`src/rtl/mbist_pkg.sv`:
```
package mbist_pkg;
  typedef enum logic [3:0] {
    S_IDLE, S_M0, S_M1R, S_M1W, S_M2R, S_M2W, S_FILL, S_DRAIN, S_TAIL, S_NEXT
  } mb_state_e;

  typedef enum logic [1:0] {K_SRAM, K_FILL, K_DRAIN, K_NONE} mb_kind_e;
endpackage

```
`src/rtl/mbist_seq.sv`:
```
module mbist_seq
  import mbist_pkg::*;
#(
  parameter int DEPTH = 8,
  parameter int DW = 8,
  parameter int NUM_SRAM = 3,
  parameter int IDW = 3,
  parameter logic [NUM_SRAM-1:0] DUAL_MASK = '0,
  localparam int AW = $clog2(DEPTH)
) (
  input  logic           clk,
  input  logic           rst_n,
  input  logic           start_all,
  input  logic           start_one,
  input  logic [IDW-1:0] start_id,
  input  logic           pat_ones,
  output logic [IDW-1:0] mem_id,
  output logic           mem_port,
  output logic [AW-1:0]  mem_addr,
  output logic           mem_we,
  output logic           mem_re,
  output logic [DW-1:0]  mem_wdata,
  output logic [DW-1:0]  rd_exp,
  output logic           flag_chk,
  output logic           exp_full,
  output logic           exp_empty,
  output logic           clr,
  output logic           busy,
  output logic           done
);
  localparam logic [AW-1:0]  LAST     = AW'(DEPTH - 1);
  localparam logic [IDW-1:0] FILL_ID  = IDW'(NUM_SRAM);
  localparam logic [IDW-1:0] DRAIN_ID = IDW'(NUM_SRAM + 1);
  localparam logic [IDW-1:0] LAST_RAM = IDW'(NUM_SRAM - 1);
  localparam int IDN = 2 ** IDW;
  localparam logic [DW-1:0] ONES = {DW{1'b1}};

  function automatic mb_kind_e kind_of(input logic [IDW-1:0] id);
    if (id < IDW'(NUM_SRAM)) return K_SRAM;
    if (id == FILL_ID) return K_FILL;
    if (id == DRAIN_ID) return K_DRAIN;
    return K_NONE;
  endfunction

  mb_state_e      st;
  logic [IDW-1:0] cur_id, launch_id;
  logic           cur_port, all_q, pat_q, start, more_port, more_id;
  logic [AW-1:0]  addr;
  logic [IDN-1:0] dual_vec;
  mb_kind_e       cur_kind, launch_kind;

  assign dual_vec    = IDN'(DUAL_MASK);
  assign start       = (st == S_IDLE) && (start_all || start_one);
  assign launch_id   = start_all ? '0 : start_id;
  assign launch_kind = kind_of(launch_id);
  assign cur_kind    = kind_of(cur_id);
  assign more_port   = (cur_kind == K_SRAM) && dual_vec[cur_id] && !cur_port;
  assign more_id     = all_q && (cur_id != LAST_RAM);

  always_ff @(posedge clk) begin
    if (!rst_n) begin
      st       <= S_IDLE;
      cur_id   <= '0;
      cur_port <= 1'b0;
      all_q    <= 1'b0;
      pat_q    <= 1'b0;
      addr     <= '0;
    end else begin
      unique case (st)
        S_IDLE: if (start) begin
          all_q    <= start_all;
          pat_q    <= pat_ones;
          cur_id   <= launch_id;
          cur_port <= 1'b0;
          addr     <= '0;
          unique case (launch_kind)
            K_SRAM:  st <= S_M0;
            K_FILL:  st <= S_FILL;
            K_DRAIN: st <= S_DRAIN;
            default: st <= S_NEXT;
          endcase
        end
        S_M0: begin
          addr <= (addr == LAST) ? '0 : addr + AW'(1);
          if (addr == LAST) st <= S_M1R;
        end
        S_M1R: st <= S_M1W;
        S_M1W: begin
          if (addr == LAST) st <= S_M2R;
          else begin
            addr <= addr + AW'(1);
            st   <= S_M1R;
          end
        end
        S_M2R: st <= S_M2W;
        S_M2W: begin
          if (addr == '0) st <= S_TAIL;
          else begin
            addr <= addr - AW'(1);
            st   <= S_M2R;
          end
        end
        S_FILL, S_DRAIN: begin
          if (addr == LAST) st <= S_TAIL;
          else addr <= addr + AW'(1);
        end
        S_TAIL: st <= S_NEXT;
        S_NEXT: begin
          addr <= '0;
          if (more_port) begin
            cur_port <= 1'b1;
            st       <= S_M0;
          end else if (more_id) begin
            cur_id   <= cur_id + IDW'(1);
            cur_port <= 1'b0;
            st       <= S_M0;
          end else begin
            st <= S_IDLE;
          end
        end
        default: st <= S_IDLE;
      endcase
    end
  end

  always_comb begin
    mem_we    = 1'b0;
    mem_re    = 1'b0;
    mem_wdata = '0;
    rd_exp    = '0;
    flag_chk  = 1'b0;
    exp_full  = 1'b0;
    exp_empty = 1'b0;
    unique case (st)
      S_M0:  mem_we = 1'b1;
      S_M1R: mem_re = 1'b1;
      S_M1W: begin mem_we = 1'b1; mem_wdata = ONES; end
      S_M2R: begin mem_re = 1'b1; rd_exp = ONES; end
      S_M2W: mem_we = 1'b1;
      S_FILL: begin
        mem_we    = 1'b1;
        mem_wdata = pat_q ? ONES : '0;
        flag_chk  = 1'b1;
        exp_empty = (addr == '0);
      end
      S_DRAIN: begin
        mem_re   = 1'b1;
        rd_exp   = pat_q ? ONES : '0;
        flag_chk = 1'b1;
        exp_full = (addr == '0);
      end
      S_TAIL: begin
        flag_chk  = (cur_kind == K_FILL) || (cur_kind == K_DRAIN);
        exp_full  = (cur_kind == K_FILL);
        exp_empty = (cur_kind == K_DRAIN);
      end
      default: ;
    endcase
  end

  assign mem_id   = cur_id;
  assign mem_port = cur_port;
  assign mem_addr = addr;
  assign clr      = start;
  assign busy     = (st != S_IDLE);
  assign done     = (st == S_NEXT) && !more_port && !more_id;
endmodule

```
`src/rtl/mbist_cmp.sv`:
```
module mbist_cmp #(
  parameter int DEPTH = 8,
  parameter int DW = 8,
  parameter int IDW = 3,
  localparam int AW = $clog2(DEPTH)
) (
  input  logic           clk,
  input  logic           rst_n,
  input  logic           clr,
  input  logic           rd_chk,
  input  logic [AW-1:0]  rd_addr,
  input  logic [DW-1:0]  rd_exp,
  input  logic [IDW-1:0] rd_id,
  input  logic           rd_port,
  input  logic [DW-1:0]  rdata,
  input  logic           flag_chk,
  input  logic           exp_full,
  input  logic           exp_empty,
  input  logic           fifo_full,
  input  logic           fifo_empty,
  output logic           fail,
  output logic [AW-1:0]  fail_addr,
  output logic [IDW-1:0] fail_id,
  output logic           fail_port,
  output logic           flag_fail
);
  logic           chk_q, port_q, mism, flag_bad;
  logic [AW-1:0]  addr_q;
  logic [DW-1:0]  exp_q;
  logic [IDW-1:0] id_q;

  assign mism     = chk_q && (rdata != exp_q);
  assign flag_bad = flag_chk && ((fifo_full != exp_full) || (fifo_empty != exp_empty));

  always_ff @(posedge clk) begin
    if (!rst_n) begin
      chk_q  <= 1'b0;
      addr_q <= '0;
      exp_q  <= '0;
      id_q   <= '0;
      port_q <= 1'b0;
    end else begin
      chk_q  <= rd_chk;
      addr_q <= rd_addr;
      exp_q  <= rd_exp;
      id_q   <= rd_id;
      port_q <= rd_port;
    end
  end

  always_ff @(posedge clk) begin
    if (!rst_n || clr) begin
      fail      <= 1'b0;
      fail_addr <= '0;
      fail_id   <= '0;
      fail_port <= 1'b0;
      flag_fail <= 1'b0;
    end else begin
      if (mism && !fail) begin
        fail      <= 1'b1;
        fail_addr <= addr_q;
        fail_id   <= id_q;
        fail_port <= port_q;
      end
      if (flag_bad) flag_fail <= 1'b1;
    end
  end
endmodule

```
`src/rtl/mbist_ctrl.sv`:
```
module mbist_ctrl
  import mbist_pkg::*;
#(
  parameter int DEPTH = 8,
  parameter int DW = 8,
  parameter int NUM_SRAM = 3,
  parameter int IDW = 3,
  parameter logic [NUM_SRAM-1:0] DUAL_MASK = 3'b010,
  localparam int AW = $clog2(DEPTH)
) (
  input  logic           clk,
  input  logic           rst_n,
  input  logic           id_load,
  input  logic [IDW-1:0] id_value,
  input  logic           pat_ones,
  input  logic           run_all,
  input  logic           run_one,
  output logic           busy,
  output logic           done_irq,
  output logic [IDW-1:0] mem_id,
  output logic           mem_port,
  output logic [AW-1:0]  mem_addr,
  output logic           mem_we,
  output logic           mem_re,
  output logic [DW-1:0]  mem_wdata,
  input  logic [DW-1:0]  mem_rdata,
  input  logic           fifo_full,
  input  logic           fifo_empty,
  output logic           fail,
  output logic [AW-1:0]  fail_addr,
  output logic [IDW-1:0] fail_id,
  output logic           fail_port,
  output logic           flag_fail
);
  logic [IDW-1:0] id_q;
  logic [DW-1:0]  rd_exp;
  logic           flag_chk, exp_full, exp_empty, clr;

  always_ff @(posedge clk) begin
    if (!rst_n) id_q <= '0;
    else if (id_load) id_q <= id_value;
  end

  mbist_seq #(
    .DEPTH(DEPTH), .DW(DW), .NUM_SRAM(NUM_SRAM), .IDW(IDW), .DUAL_MASK(DUAL_MASK)
  ) seq_i (
    .clk(clk), .rst_n(rst_n), .start_all(run_all), .start_one(run_one),
    .start_id(id_q), .pat_ones(pat_ones),
    .mem_id(mem_id), .mem_port(mem_port), .mem_addr(mem_addr),
    .mem_we(mem_we), .mem_re(mem_re), .mem_wdata(mem_wdata),
    .rd_exp(rd_exp), .flag_chk(flag_chk), .exp_full(exp_full), .exp_empty(exp_empty),
    .clr(clr), .busy(busy), .done(done_irq)
  );

  mbist_cmp #(.DEPTH(DEPTH), .DW(DW), .IDW(IDW)) cmp_i (
    .clk(clk), .rst_n(rst_n), .clr(clr),
    .rd_chk(mem_re), .rd_addr(mem_addr), .rd_exp(rd_exp),
    .rd_id(mem_id), .rd_port(mem_port), .rdata(mem_rdata),
    .flag_chk(flag_chk), .exp_full(exp_full), .exp_empty(exp_empty),
    .fifo_full(fifo_full), .fifo_empty(fifo_empty),
    .fail(fail), .fail_addr(fail_addr), .fail_id(fail_id),
    .fail_port(fail_port), .flag_fail(flag_fail)
  );
endmodule

```
`config.mk`:
```
export PLATFORM = sky130hd
export DESIGN_NAME = mbist_ctrl
export DESIGN_NICKNAME = d
export VERILOG_FILES = /design/src/rtl/mbist_pkg.sv /design/src/rtl/mbist_seq.sv /design/src/rtl/mbist_cmp.sv /design/src/rtl/mbist_ctrl.sv
export SDC_FILE = /design/constraint.sdc
export NUM_CORES = 1
export LEC_CHECK = 0
export ABC_AREA = 0
export BUFFER_PORTS_ARGS = -buffer_cell sky130_fd_sc_hd__buf_4
export CORE_MARGIN = 10
export CORE_UTILIZATION = 32
export DETAILED_ROUTE_END_ITERATION = 6
export GPL_TIMING_DRIVEN = 1
export PLACE_DENSITY = 0.55
export SYNTH_ARGS = -nofsm -noshare
export SYNTH_HDL_FRONTEND = slang
export SYNTH_SLANG_ARGS = --single-unit
```
`constraint.sdc`:
```
create_clock -name clk -period 2.36 [get_ports clk]
set_input_delay 0.118 -clock clk [delete_from_list [all_inputs] [get_ports clk]]
set_output_delay 0.118 -clock clk [all_outputs]
set_load 0.01 [all_outputs]
```
==> qor.txt <==
Outcome -> finished clean
Crit path cell chain -> ha_1, ha_1, or2_2, ha_1, nand3b_1, nor3b_4, o211ai_4, o2bb2ai_2, nor4_2
Clk slew on worst S/H paths -> 0.08 ns
Hold Path Depth -> 3
Fin. Hold Viols -> 0
GR peak layer -> met2
Hold Crit Class -> input port to register
Internal cell power -> 1.39 mW
ANT nets after route -> 0
RSZ-0062 raised after global routing -> no
Tcrit/Tclk final -> 95.3%
Crit path kind -> register to register
IR drop worst, VDD -> 307 uV
Antenna cell count -> 0
Final min period -> 2.25 ns
Mapped Area -> 0.00211 mm^2
Vias in the first global route -> 1679
Root Buffer -> clkbuf_8
Max Slew Vio Count -> 0
Hold-fix buffers at CTS -> 0
Ys async rst share -> 0%
Clk sinks -> 35
Initial Utilization -> 33.1%
Synth warn -> 0
CTS Buf Count -> 5
Die ar. -> 0.0103 mm^2
Overall Global Routing Usage -> 9.68%
Sequential fraction of the synthesis area -> 33.1%
WP data arrival -> 2.46 ns
Layout Area Growth over Synthesis -> 23.8%
Logic pwr share -> 44.3%
GP Congestion -> 0.798
TritonRoute pass-1 iters -> 4
Number of enable flip-flop cells after synthesis -> 0
Largest net degree at the start of global routing -> 22
Net Sw Power -> 0.864 mW
Layout cells sized above 1 -> 29.5%
FP Rows -> 29
R2r startpoint -> seq_i.mem_id[1]
Worst path max stage delay -> 0.37 ns
Max-Cap Viols -> 0
Final setup fails -> 0
Req. time, crit path -> 2.57 ns
Port bufs -> 46
CP startpoint kind -> register
Clock group share of total power -> 21.3%
CTS tree -> done
Nets -> 319
Seq pwr share -> 34.3%
Initial DRC Count -> 115
Synthesized Nets -> 278
Htree depth -> 2
DRC -> 0
Worst slew margin -> 53.5%
Setup Skew -> 0.00967 ns
Critical Path Start -> seq_i.mem_id[1]
CP endpoint kind -> register
Syn Area/Cell -> 8.60 um^2
WL final -> 5.11 mm
Via density -> 4.88
Core area -> 0.00639 mm^2
Die Ht -> 101 um
Yosys reg bits -> 35
Pwr Total -> 2.25 mW
Critical path's slowest cell -> dfxtp_4
GR Util met2 -> 14.9%
Worst slew pin tran -> 0.697 ns
DR vias -> 1782
Worst path top cell family by delay -> simple AND/OR/NAND/NOR gates
R2R Setup Slk -> 0.11 ns
Die width -> 101 um
Clk buf depth -> 2
Clock latency on the worst-skew pair -> 0.29 ns
Setup TNS -> 0 ns
Initial antenna violation count -> 0
Io pins -> 47
Pwr dens -> 861 mW/mm^2
GRT Residual Overflow -> 0
Cells after Synth -> 246
CP Max Fanout -> 6
Met1 Use GR -> 12.0%
Post-CTS setup buffers -> 0
WP buf/inv -> 0
R2R cell count -> 9
Main flop type after synthesis -> dfxtp_1
WL/cell -> 14.0 um
Sw Ratio -> 38.3%
Met3 Resource Use GR -> 2.86%
Hold Crit Start -> id_value[0]
First-pass GRT wire length -> 8.11 mm
Distinct cell type count after synthesis -> 58
DP Wirelength -> 3.93 mm
Most used cell, CP -> ha_1
LEAKAGE -> 1.13 nW
Hold-critical path endpoint -> id_q[0]
Achievable Freq -> 444 MHz
how the worst max path moves through the flow:
| stage | endpoint | slack (ns) | cells after the start |
|---|---|---|---|
| 2_1_floorplan | register | 0.19 | 11 |
| 5_1_grt | register | 0.01 | 9 |
| 3_3_place_gp | register | 0.07 | 11 |
| 3_5_place_dp | seq_i.mem_id[2] | 0.002 | 11 |
| 4_1_cts | seq_i.mem_id[2] | 0.003 | 11 |
| 6_report | register | 0.11 | 9 |
routing by layer:
metal	up-vias	share of wire [%]
met5	-	0
met4	0	1.8
met3	6	6.4
met2	41	46
met1	798	46
li1	937	-
state kept, by name, summed over array words and instances, names as in the netlist, named ones only:
| signal | cells |
|---|---|
| seq_i.st | 4 |
| cmp_i.flag_fail | 1 |
| cmp_i.fail | 1 |
| cmp_i.addr_q | 3 |
| seq_i.mem_addr | 3 |
| seq_i.mem_id | 3 |
| cmp_i.fail_port | 1 |
| cmp_i.fail_id | 3 |
| cmp_i.chk_q | 1 |
| cmp_i.fail_addr | 3 |
| seq_i.all_q | 1 |
| seq_i.pat_q | 1 |
| seq_i.mem_port | 1 |
| id_q | 3 |
| cmp_i.exp_q | 1 |
| cmp_i.port_q | 1 |
| cmp_i.id_q | 3 |
through the flow:
| step | utilization (%) | setup slack, ns | std cells | hold slack, ns | cell area [um^2] |
|---|---|---|---|---|---|
| 2_1_floorplan | - | 0.185 | 246 | 0.254 | 2110 |
| 3_3_place_gp | 38.7 | 0.0746 | 357 | 0.355 | 2470 |
| 3_5_place_dp | 38.7 | 0.00249 | 357 | 0.362 | 2470 |
| 4_1_cts | 40.4 | 0.00333 | 365 | 0.0599 | 2580 |
| 5_1_grt | 41.0 | 0.0116 | 365 | 0.0716 | 2620 |
| 6_report | 41.0 | 0.110 | 365 | 0.0576 | 2620 |
cells by family (layout without fill, tap and decap cells):
kind of cell    after synthesis  count (layout)  share of synthesized area, %
flops                        35              35                          33.1
buf+inv                      35              77                          9.11
fa+ha+maj                    13              13                          7.69
compound gates               60              60                          20.4
xor+xnor                      5               5                          2.07
simple gates                 88              88                          22.9
mux                          10              10                          4.73
power by group through the flow:
stage / combinational [mW] / sequential (mW) / clock [mW]
CTS: 0.977 / 0.769 / 0.493
floorplan: 0.761 / 0.732 / 0
detailed placement: 0.965 / 0.782 / 0
global route: 1.11 / 0.791 / 0.520
global placement: 0.965 / 0.784 / 0
finish: 0.999 / 0.774 / 0.481
synthesized netlist by cell type, types with 6 or more instances:
cell type  count  share of area, %
and2_1         6               1.8
dfxtp_1       35                33
nand3_1        6               1.4
mux2i_1       10               4.7
nor2_1        33               5.9
o21ai_0        8               1.9
nor2b_1        6               1.8
a21oi_1       19               4.5
inv_1         16               2.8
nand2_1       10               1.8
ha_1          13               7.7
buf_4          9               3.2
cell usage in the layout, fill, tap and decap left out, types with 3 or more instances in the layout:
master / instances
nor2b_1: 6
o21ai_1: 3
dfxtp_1: 32
nand2_1: 10
inv_1: 16
nor3_1: 3
a32oi_1: 4
mux2i_1: 10
clkbuf_8: 7
nor3b_1: 3
nand3_1: 6
nor2_1: 33
xnor2_1: 5
and2_1: 6
a31oi_1: 3
buf_4: 52
a21oi_1: 19
o21ai_0: 8
ha_1: 13
cell type report:
class	count	area, um^2
well taps	77	96.3
multi-input cells	176	1260
clock inverters	1	7.51
repair buffers	52	390
inverters	17	63.8
flip-flops and latches	35	707
clock buffers	7	96.3
fillers	674	3770
worst min-delay path, stage by stage:
cell,delay [ns]
buf_4,0.08
mux2i_1,0.05
nor2_1,0.07
what timing repair did:
item	in CTS	in global routing
gates cloned	0	0
pin swaps	0	0
gates resized for setup	1	8
setup endpoints to repair	2	5
(Power assumes the default switching activity.)
